### src/rtl/i2s_lj_tx.sv
module i2s_lj_tx #(
  parameter int WORD_W = 24,
  parameter int SLOT_W = 6
) (
  input  logic              clk,
  input  logic              rst_n,
  input  logic              fmt_lj,
  input  logic              sclk,
  input  logic              lrck,
  input  logic              in_valid,
  input  logic [WORD_W-1:0] in_left,
  input  logic [WORD_W-1:0] in_right,
  output logic              sdout,
  output logic              taken,
  output logic              underrun
);
  localparam int IDX_W = $clog2(WORD_W);
  localparam logic [SLOT_W-1:0] SLOT_MAX  = '1;
  localparam logic [SLOT_W-1:0] LAST_FULL = SLOT_W'(WORD_W - 1);
  localparam logic [SLOT_W:0]   WORD_LIM  = (SLOT_W+1)'(WORD_W);

  logic              sclk_q, lrck_q, hold_full;
  logic [SLOT_W-1:0] slot, slot_n;
  logic [WORD_W-1:0] wl, wr, hold_l, hold_r;

  wire fall       = sclk_q & ~sclk;
  wire lr_edge    = fall & (lrck != lrck_q);
  wire is_left    = fmt_lj ? lrck : ~lrck;
  wire left_start = lr_edge & is_left;

  wire [WORD_W-1:0] ld_l   = hold_full ? hold_l : wl;
  wire [WORD_W-1:0] ld_r   = hold_full ? hold_r : wr;
  wire [WORD_W-1:0] cur_w  = is_left ? (left_start ? ld_l : wl) : wr;
  wire [WORD_W-1:0] prev_w = is_left ? wr : wl;

  assign slot_n = lr_edge ? '0 : (slot == SLOT_MAX ? slot : slot + 1'b1);

  wire [SLOT_W:0] pos = {1'b0, slot_n} - {{SLOT_W{1'b0}}, ~fmt_lj};
  wire [SLOT_W:0] sel = WORD_LIM - 1'b1 - pos;

  logic bit_n;
  always_comb begin
    if (!fmt_lj && lr_edge)
      bit_n = (slot == LAST_FULL) ? prev_w[0] : 1'b0;
    else if (pos < WORD_LIM)
      bit_n = cur_w[sel[IDX_W-1:0]];
    else
      bit_n = 1'b0;
  end

  always_ff @(posedge clk) begin
    if (!rst_n) begin
      sclk_q    <= 1'b0;
      lrck_q    <= 1'b0;
      slot      <= SLOT_MAX;
      sdout     <= 1'b0;
      wl        <= '0;
      wr        <= '0;
      hold_l    <= '0;
      hold_r    <= '0;
      hold_full <= 1'b0;
      taken     <= 1'b0;
      underrun  <= 1'b0;
    end else begin
      sclk_q   <= sclk;
      taken    <= left_start & hold_full;
      underrun <= left_start & ~hold_full;
      if (fall) begin
        lrck_q <= lrck;
        slot   <= slot_n;
        sdout  <= bit_n;
      end
      if (left_start) begin
        wl <= ld_l;
        wr <= ld_r;
      end
      if (in_valid) begin
        hold_l    <= in_left;
        hold_r    <= in_right;
        hold_full <= 1'b1;
      end else if (left_start) begin
        hold_full <= 1'b0;
      end
    end
  end
endmodule

### config.mk
export PLATFORM = sky130hd
export DESIGN_NAME = i2s_lj_tx
export DESIGN_NICKNAME = d
export VERILOG_FILES = /design/src/rtl/i2s_lj_tx.sv
export SDC_FILE = /design/constraint.sdc
export NUM_CORES = 1
export LEC_CHECK = 0
export ABC_CLOCK_PERIOD_IN_PS = 3800
export CORE_MARGIN = 2
export CORE_UTILIZATION = 35
export CTS_BUF_LIST = sky130_fd_sc_hd__clkbuf_2
export DETAILED_ROUTE_END_ITERATION = 16
export GPL_TIMING_DRIVEN = 0
export SETUP_SLACK_MARGIN = 0.02
export SLEW_MARGIN = 15
export SYNTH_ARGS = -nofsm -noshare
export SYNTH_HDL_FRONTEND = slang
export SYNTH_SLANG_ARGS = --single-unit
### constraint.sdc
create_clock -name clk -period 3.8 [get_ports clk]
set_input_delay 0.38 -clock clk [delete_from_list [all_inputs] [get_ports clk]]
set_output_delay 0.38 -clock clk [all_outputs]
set_load 0.02 [all_outputs]
Yosys cells after proc, flatten, opt, wreduce, memory -nomap -nowiden --
Index checks and enable logic that the tools add are counted.
Storage, ports and cells: register bits 108, word-level logic and storage cells 46
Operators by class: $add $sub $neg 3, magnitude comparators 2, equality and inequality tests 3, multiplexer cells 14, bitwise operators 9, reductions and logical operators 4
Operator list (count):
- $mux 24 | 3
- $mux 6 | 2
- $mux 1 | 8
- $lt 7x5->1 const B | 1
- $sub 6x1->7 | 1
- $add 6x1->6 const B | 1
- $eq 6x5->1 const B | 1
- $eq 6x6->1 const B | 1
- $lt 5x6->1 const B | 1
- $and 1x1->1 | 5
- $bmux 1 s5 | 1
- $sub 5x5->5 const A | 1
- $not 1->1 | 4
- $reduce_and 2->1 | 1
- $reduce_bool 2->1 | 1
- $logic_and 1x1->1 | 1
- $logic_not 1->1 | 1
- $ne 1x1->1 | 1

Longest topological paths before layout --
depth after elaboration 10, mapped depth 15, depth with buffers taken out 15

Worst setup path after synthesis --
No wires, ideal clock.
path type register to register, from register slot[0], to register sdout, data arrival time 2.730 ns, required time 3.730 ns, slack 1.000 ns, stages on the path, launching flop included 15, path buffers 1, cells stage by stage dfxtp_1 > ha_1 > nand2_1 > nor2_1 > xnor2_1 > nand2_1 > ha_1 > ha_1 > clkbuf_1 > o211ai_1 > a21oi_1 > nor3_1 > a311o_1 > a2bb2oi_2 > a21oi_1
On the way: cells in the longest elaborated chain, start to end 9, elaborated cells between the ends (all ways) 13, classes of those cells add/sub: 3; order compare: 1; eq/ne: 2; mux: 7
RTL lines:
- start: declaration | RTL line 23 | logic [SLOT_W-1:0] slot, slot_n;
- start signal: assignment | RTL line 70 | slot <= slot_n;
- $add 6x1->6 or $eq 6x6->1 (tied branches) | RTL line 36 | assign slot_n = lr_edge ? '0 : (slot == SLOT_MAX ? slot : slot + 1'b1);
- $mux 6 (2 in a row) | RTL line 36
- $sub 6x1->7 | RTL line 38 | wire [SLOT_W:0] pos = {1'b0, slot_n} - {{SLOT_W{1'b0}}, ~fmt_lj};
- $sub 5x5->5 | RTL line 39 | wire [SLOT_W:0] sel = WORD_LIM - 1'b1 - pos;
- $bmux 1 s5 | RTL line 46 | bit_n = cur_w[sel[IDX_W-1:0]];
- $mux 1 (not written as such) | RTL line 46
- $mux 1 | RTL line 45 | else if (pos < WORD_LIM)
- $mux 1 * | RTL line 43 | if (!fmt_lj && lr_edge)
- end signal: assignment | RTL line 71 | sdout <= bit_n;
- end: declaration | RTL line 13 | output logic sdout,
Every way passes the cells marked *; elsewhere a longest branch is shown, timed or not. The select of a mux whose other input is x is not followed. A chain may end at the register's enable or synchronous reset.

Worst setup path after layout --
Same ends and word-level chain as after synthesis.

==> qor.csv <==
stage,metric,value,unit
clocking,clock-root-buffer,sky130_fd_sc_hd__clkbuf_2,
timing,finalHoldViolations,0,
critical_path,cp_data_arrival_time,3.85,ns
critical_path,worst-path-max-fanout,10,
timing,timing.final.crit_share,0.861,
routing,antenna_violating_nets_post_route,0,
clocking,postCtsHoldBufs,0,
timing,finClkSkew,0.0205,ns
routing,1st_pass_router_iterations,7,
clocking,buffers_from_clock_root_to_sink_at_most,2,
final_layout,antenna-diode-count,0,
clocking,tritoncts_num_sinks,108,
logic_synthesis,synth.top_cells.by_area,"sky130_fd_sc_hd__dfxtp_1 (45%), sky130_fd_sc_hd__mux2i_1 (15%), sky130_fd_sc_hd__nor2b_1 (9.3%)",
logic_synthesis,mappedNetlistNets,568,
routing,drt_wirelength,11100,µm
min_path,hp-class,in -> reg,
final_layout,area.growth.synth_to_final,18.3,%
timing,worst_slew_pin_slew,0.966,ns
logic_synthesis,ys.warnings.count,0,
place,hpwlAfterDp,8400,µm
clocking,tritoncts.num_buffers,9,
global_routing,gr-total-overflow,0,
clocking,clk_latency,0.62,ns
final_layout,nets,633,
global_routing,grt_start_max_net_pins,18,
logic_synthesis,post_synth.cell_area_avg,9.37,µm²
global_routing,grt_first_pass_wirelength,18200,µm
logic_synthesis,muxShareOfSynthArea,0.151,
floorplan,die_x,121,µm
power,max-vdd-ir-drop,0.202,mV
logic_synthesis,synth_top_area_share,0.452,
logic_synthesis,dominant_combinational_cell_family_by_area_after_synthesis,simple AND/OR/NAND/NOR gates,
logic_synthesis,ys_ff_latch,108,
timing,fin_crit,3.27,ns
clocking,cts.repair.resized,0,
logic_synthesis,synth_xor_xnor_area_share,0.0147,
global_routing,first_global_vias,3673,
logic_synthesis,synth_sequential_area_ratio,0.452,
critical_path,critPathKind,reg -> reg,
routing,route.vias.total,3697,
routing,detailed_route_vias_per_instance,4.89,
timing,finalSetupViolCount,0,
routing,drt_first_iter_violations,191,
logic_synthesis,synthMostInstantiatedCell,sky130_fd_sc_hd__dfxtp_1,
logic_synthesis,synth_area,0.00478,mm²
timing,unrepaired_setup_endpoints_after_global_routing,false,
timing,fin_tns_setup,0,ns
logic_synthesis,synthesis.instances,510,
logic_synthesis,synth.cells.most_frequent,"sky130_fd_sc_hd__dfxtp_1 (108), sky130_fd_sc_hd__mux2i_1 (72), sky130_fd_sc_hd__nor2b_1 (71)",
run_status,status,completed,
floorplan,initial_core_util,0.359,
job,cap_violations,0,
routing,wl_per_cell,14.7,µm
clocking,tritoncts,yes,
critical_path,critical_path.reg2reg.startpoint,slot[0],
clocking,htree_levels,3,
logic_synthesis,synth_fa_ha_area_frac,0.0105,
critical_path,endpoint_kind,flop,
timing,finalMaxSlewViolations,0,
logic_synthesis,compound_gate_fraction_of_synth_area,0.148,
timing,hold_ws,0.340,ns
logic_synthesis,synth_async_sr_flop_share,0,
logic_synthesis,netlist-cell-type-count,45,
timing,maxSlewHeadroom,0.348,
floorplan,placementRows,42,
critical_path,critical_path.startpoint,slot[0],
timing,max_freq,306,MHz
logic_synthesis,top_flip_flop_cell_by_instance_count_after_synthesis,sky130_fd_sc_hd__dfxtp_1,
clocking,postCtsSetupRepairBufs,0,
floorplan,design.die.area,0.0146,mm²
routing,remaining_drc_errors,0,
critical_path,crit_required,4.38,ns
floorplan,die_h,121,µm
floorplan,core,0.0133,mm²
critical_path,setup.reg_to_reg.worst_slack,0.53,ns
critical_path,worst_reg2reg_endpoint,sdout,
power,static_leakage_power,2.26,nW
place,routabilityCongestion,0.860,
place,portBuffers,54,
power,p_per_area,386,mW/mm²
final_layout,finalCoreUtilization,0.425,
logic_synthesis,fraction_of_the_mapped_netlist_area_in_simple_logic_gates,0.186,
critical_path,worst_r2r_path_depth,14,
power,finalPower,2.18,mW
global_routing,initial_antenna_violation_count,0,
logic_synthesis,netlist.top_cell.by_area,sky130_fd_sc_hd__dfxtp_1,
critical_path,worstSetupEndpoint,sdout,
clocking,post_cts_clock_slew_at_the_launch_and_capture_registers_of_the_worst_setup_and_hold_paths,0.28,ns
critical_path,worst_setup_path_start_kind,flop,
global_routing,grt.total_usage,0.158,
logic_synthesis,synth_edf_count,0,
floorplan,num_io_pins,57,
final_layout,proportion_of_layout_cells_with_a_drive_suffix_above_1,0.0500,
## cell usage in the layout (no fill, tap or decap), types with 6 or more instances in the layout
cell / Yosys / layout
sky130_fd_sc_hd__a21boi_0: 27 / 27
sky130_fd_sc_hd__a21oi_1: 25 / 25
sky130_fd_sc_hd__clkbuf_1: 28 / 28
sky130_fd_sc_hd__clkbuf_2: 0 / 11
sky130_fd_sc_hd__clkdlybuf4s50_1: 0 / 54
sky130_fd_sc_hd__dfxtp_1: 108 / 108
sky130_fd_sc_hd__mux2i_1: 72 / 72
sky130_fd_sc_hd__nand2_1: 68 / 68
sky130_fd_sc_hd__nand3_1: 6 / 6
sky130_fd_sc_hd__nor2_1: 7 / 7
sky130_fd_sc_hd__nor2b_1: 71 / 71
sky130_fd_sc_hd__nor3_1: 7 / 7
sky130_fd_sc_hd__o211ai_1: 9 / 9
sky130_fd_sc_hd__o21ai_0: 25 / 25
## logic make-up (layout without fill, tap and decap cells)
logic type | Yosys count | in the layout
and+or+nand+nor | 172 | 172
adders and majority gates | 4 | 4
xor gates and xnor gates | 8 | 8
muxes | 72 | 72
DFF | 108 | 108
AOI/OAI and AO/OA | 105 | 105
buffers and inverters | 41 | 111
## final cells by class
cell class,instances,area [µm²]
flip-flops and latches,108,2160
well taps,176,220
repair buffers,54,541
inverters,4,15.0
clock inverters,5,60.1
multi-input cells,361,2440
fillers,1388,7640
plain buffers,37,166
clock buffers,11,55.1
## worst max-delay path, stage by stage (launching register included)
cell and delay, ns:
sky130_fd_sc_hd__dfxtp_1 0.48, sky130_fd_sc_hd__ha_1 0.24, sky130_fd_sc_hd__nand2_1 0.17, sky130_fd_sc_hd__nor2_1 0.17, sky130_fd_sc_hd__xnor2_1 0.13, sky130_fd_sc_hd__nand2_1 0.11, sky130_fd_sc_hd__ha_1 0.24, sky130_fd_sc_hd__ha_1 0.32
sky130_fd_sc_hd__clkbuf_1 0.39, sky130_fd_sc_hd__o211ai_1 0.15, sky130_fd_sc_hd__a21oi_1 0.16, sky130_fd_sc_hd__nor3_1 0.07, sky130_fd_sc_hd__a311o_1 0.38, sky130_fd_sc_hd__a2bb2oi_2 0.13, sky130_fd_sc_hd__a21oi_1 0.11
## per-layer routing
| metal | track usage | wire length (µm) | part of all wire |
|---|---|---|---|
| met5 | 0 | 0 | 0 |
| met4 | 0.0363 | 106 | 0.0096 |
| met3 | 0.0503 | 552 | 0.050 |
| met2 | 0.256 | 5130 | 0.46 |
| met1 | 0.206 | 5300 | 0.48 |
## report_power, final
| group | switching [mW] | internal, mW | total (mW) |
|---|---|---|---|
| sequential | 0.0253 | 1.17 | 1.20 |
| combinational | 0.235 | 0.204 | 0.439 |
| clock | 0.380 | 0.163 | 0.543 |
## stage by stage
| step | instance area [µm²] | instances | worst slack (ns) |
|---|---|---|---|
| 4_1_cts | 5660 | 756 | 0.555 |
| 5_1_grt | 5660 | 756 | 0.286 |
| 3_5_place_dp | 5540 | 740 | 0.119 |
| 6_report | 5660 | 756 | 0.529 |
| 3_3_place_gp | 5540 | 740 | 0.113 |
| 2_1_floorplan | 4780 | 510 | 1.00 |
## how the worst min path moves through the flow
| stage | startpoint | end | cells past startpoint |
|---|---|---|---|
| 6_report | in_right[23] | hold_r[23] | 3 |
| 3_5_place_dp | hold_full | underrun | 1 |
| 4_1_cts | in_right[16] | hold_r[16] | 3 |
| 5_1_grt | in_right[21] | hold_r[21] | 3 |
| 2_1_floorplan | hold_full | underrun | 1 |
| 3_3_place_gp | hold_full | underrun | 1 |
## sequential cells by signal, summed over array words and instances (netlist names)
register   flops
hold_r        24
taken          1
hold_l        24
slot           6
wl            24
wr            24
sdout          1
sclk_q         1
lrck_q         1
hold_full      1
underrun       1
Power figures use the tool's default switching activity.
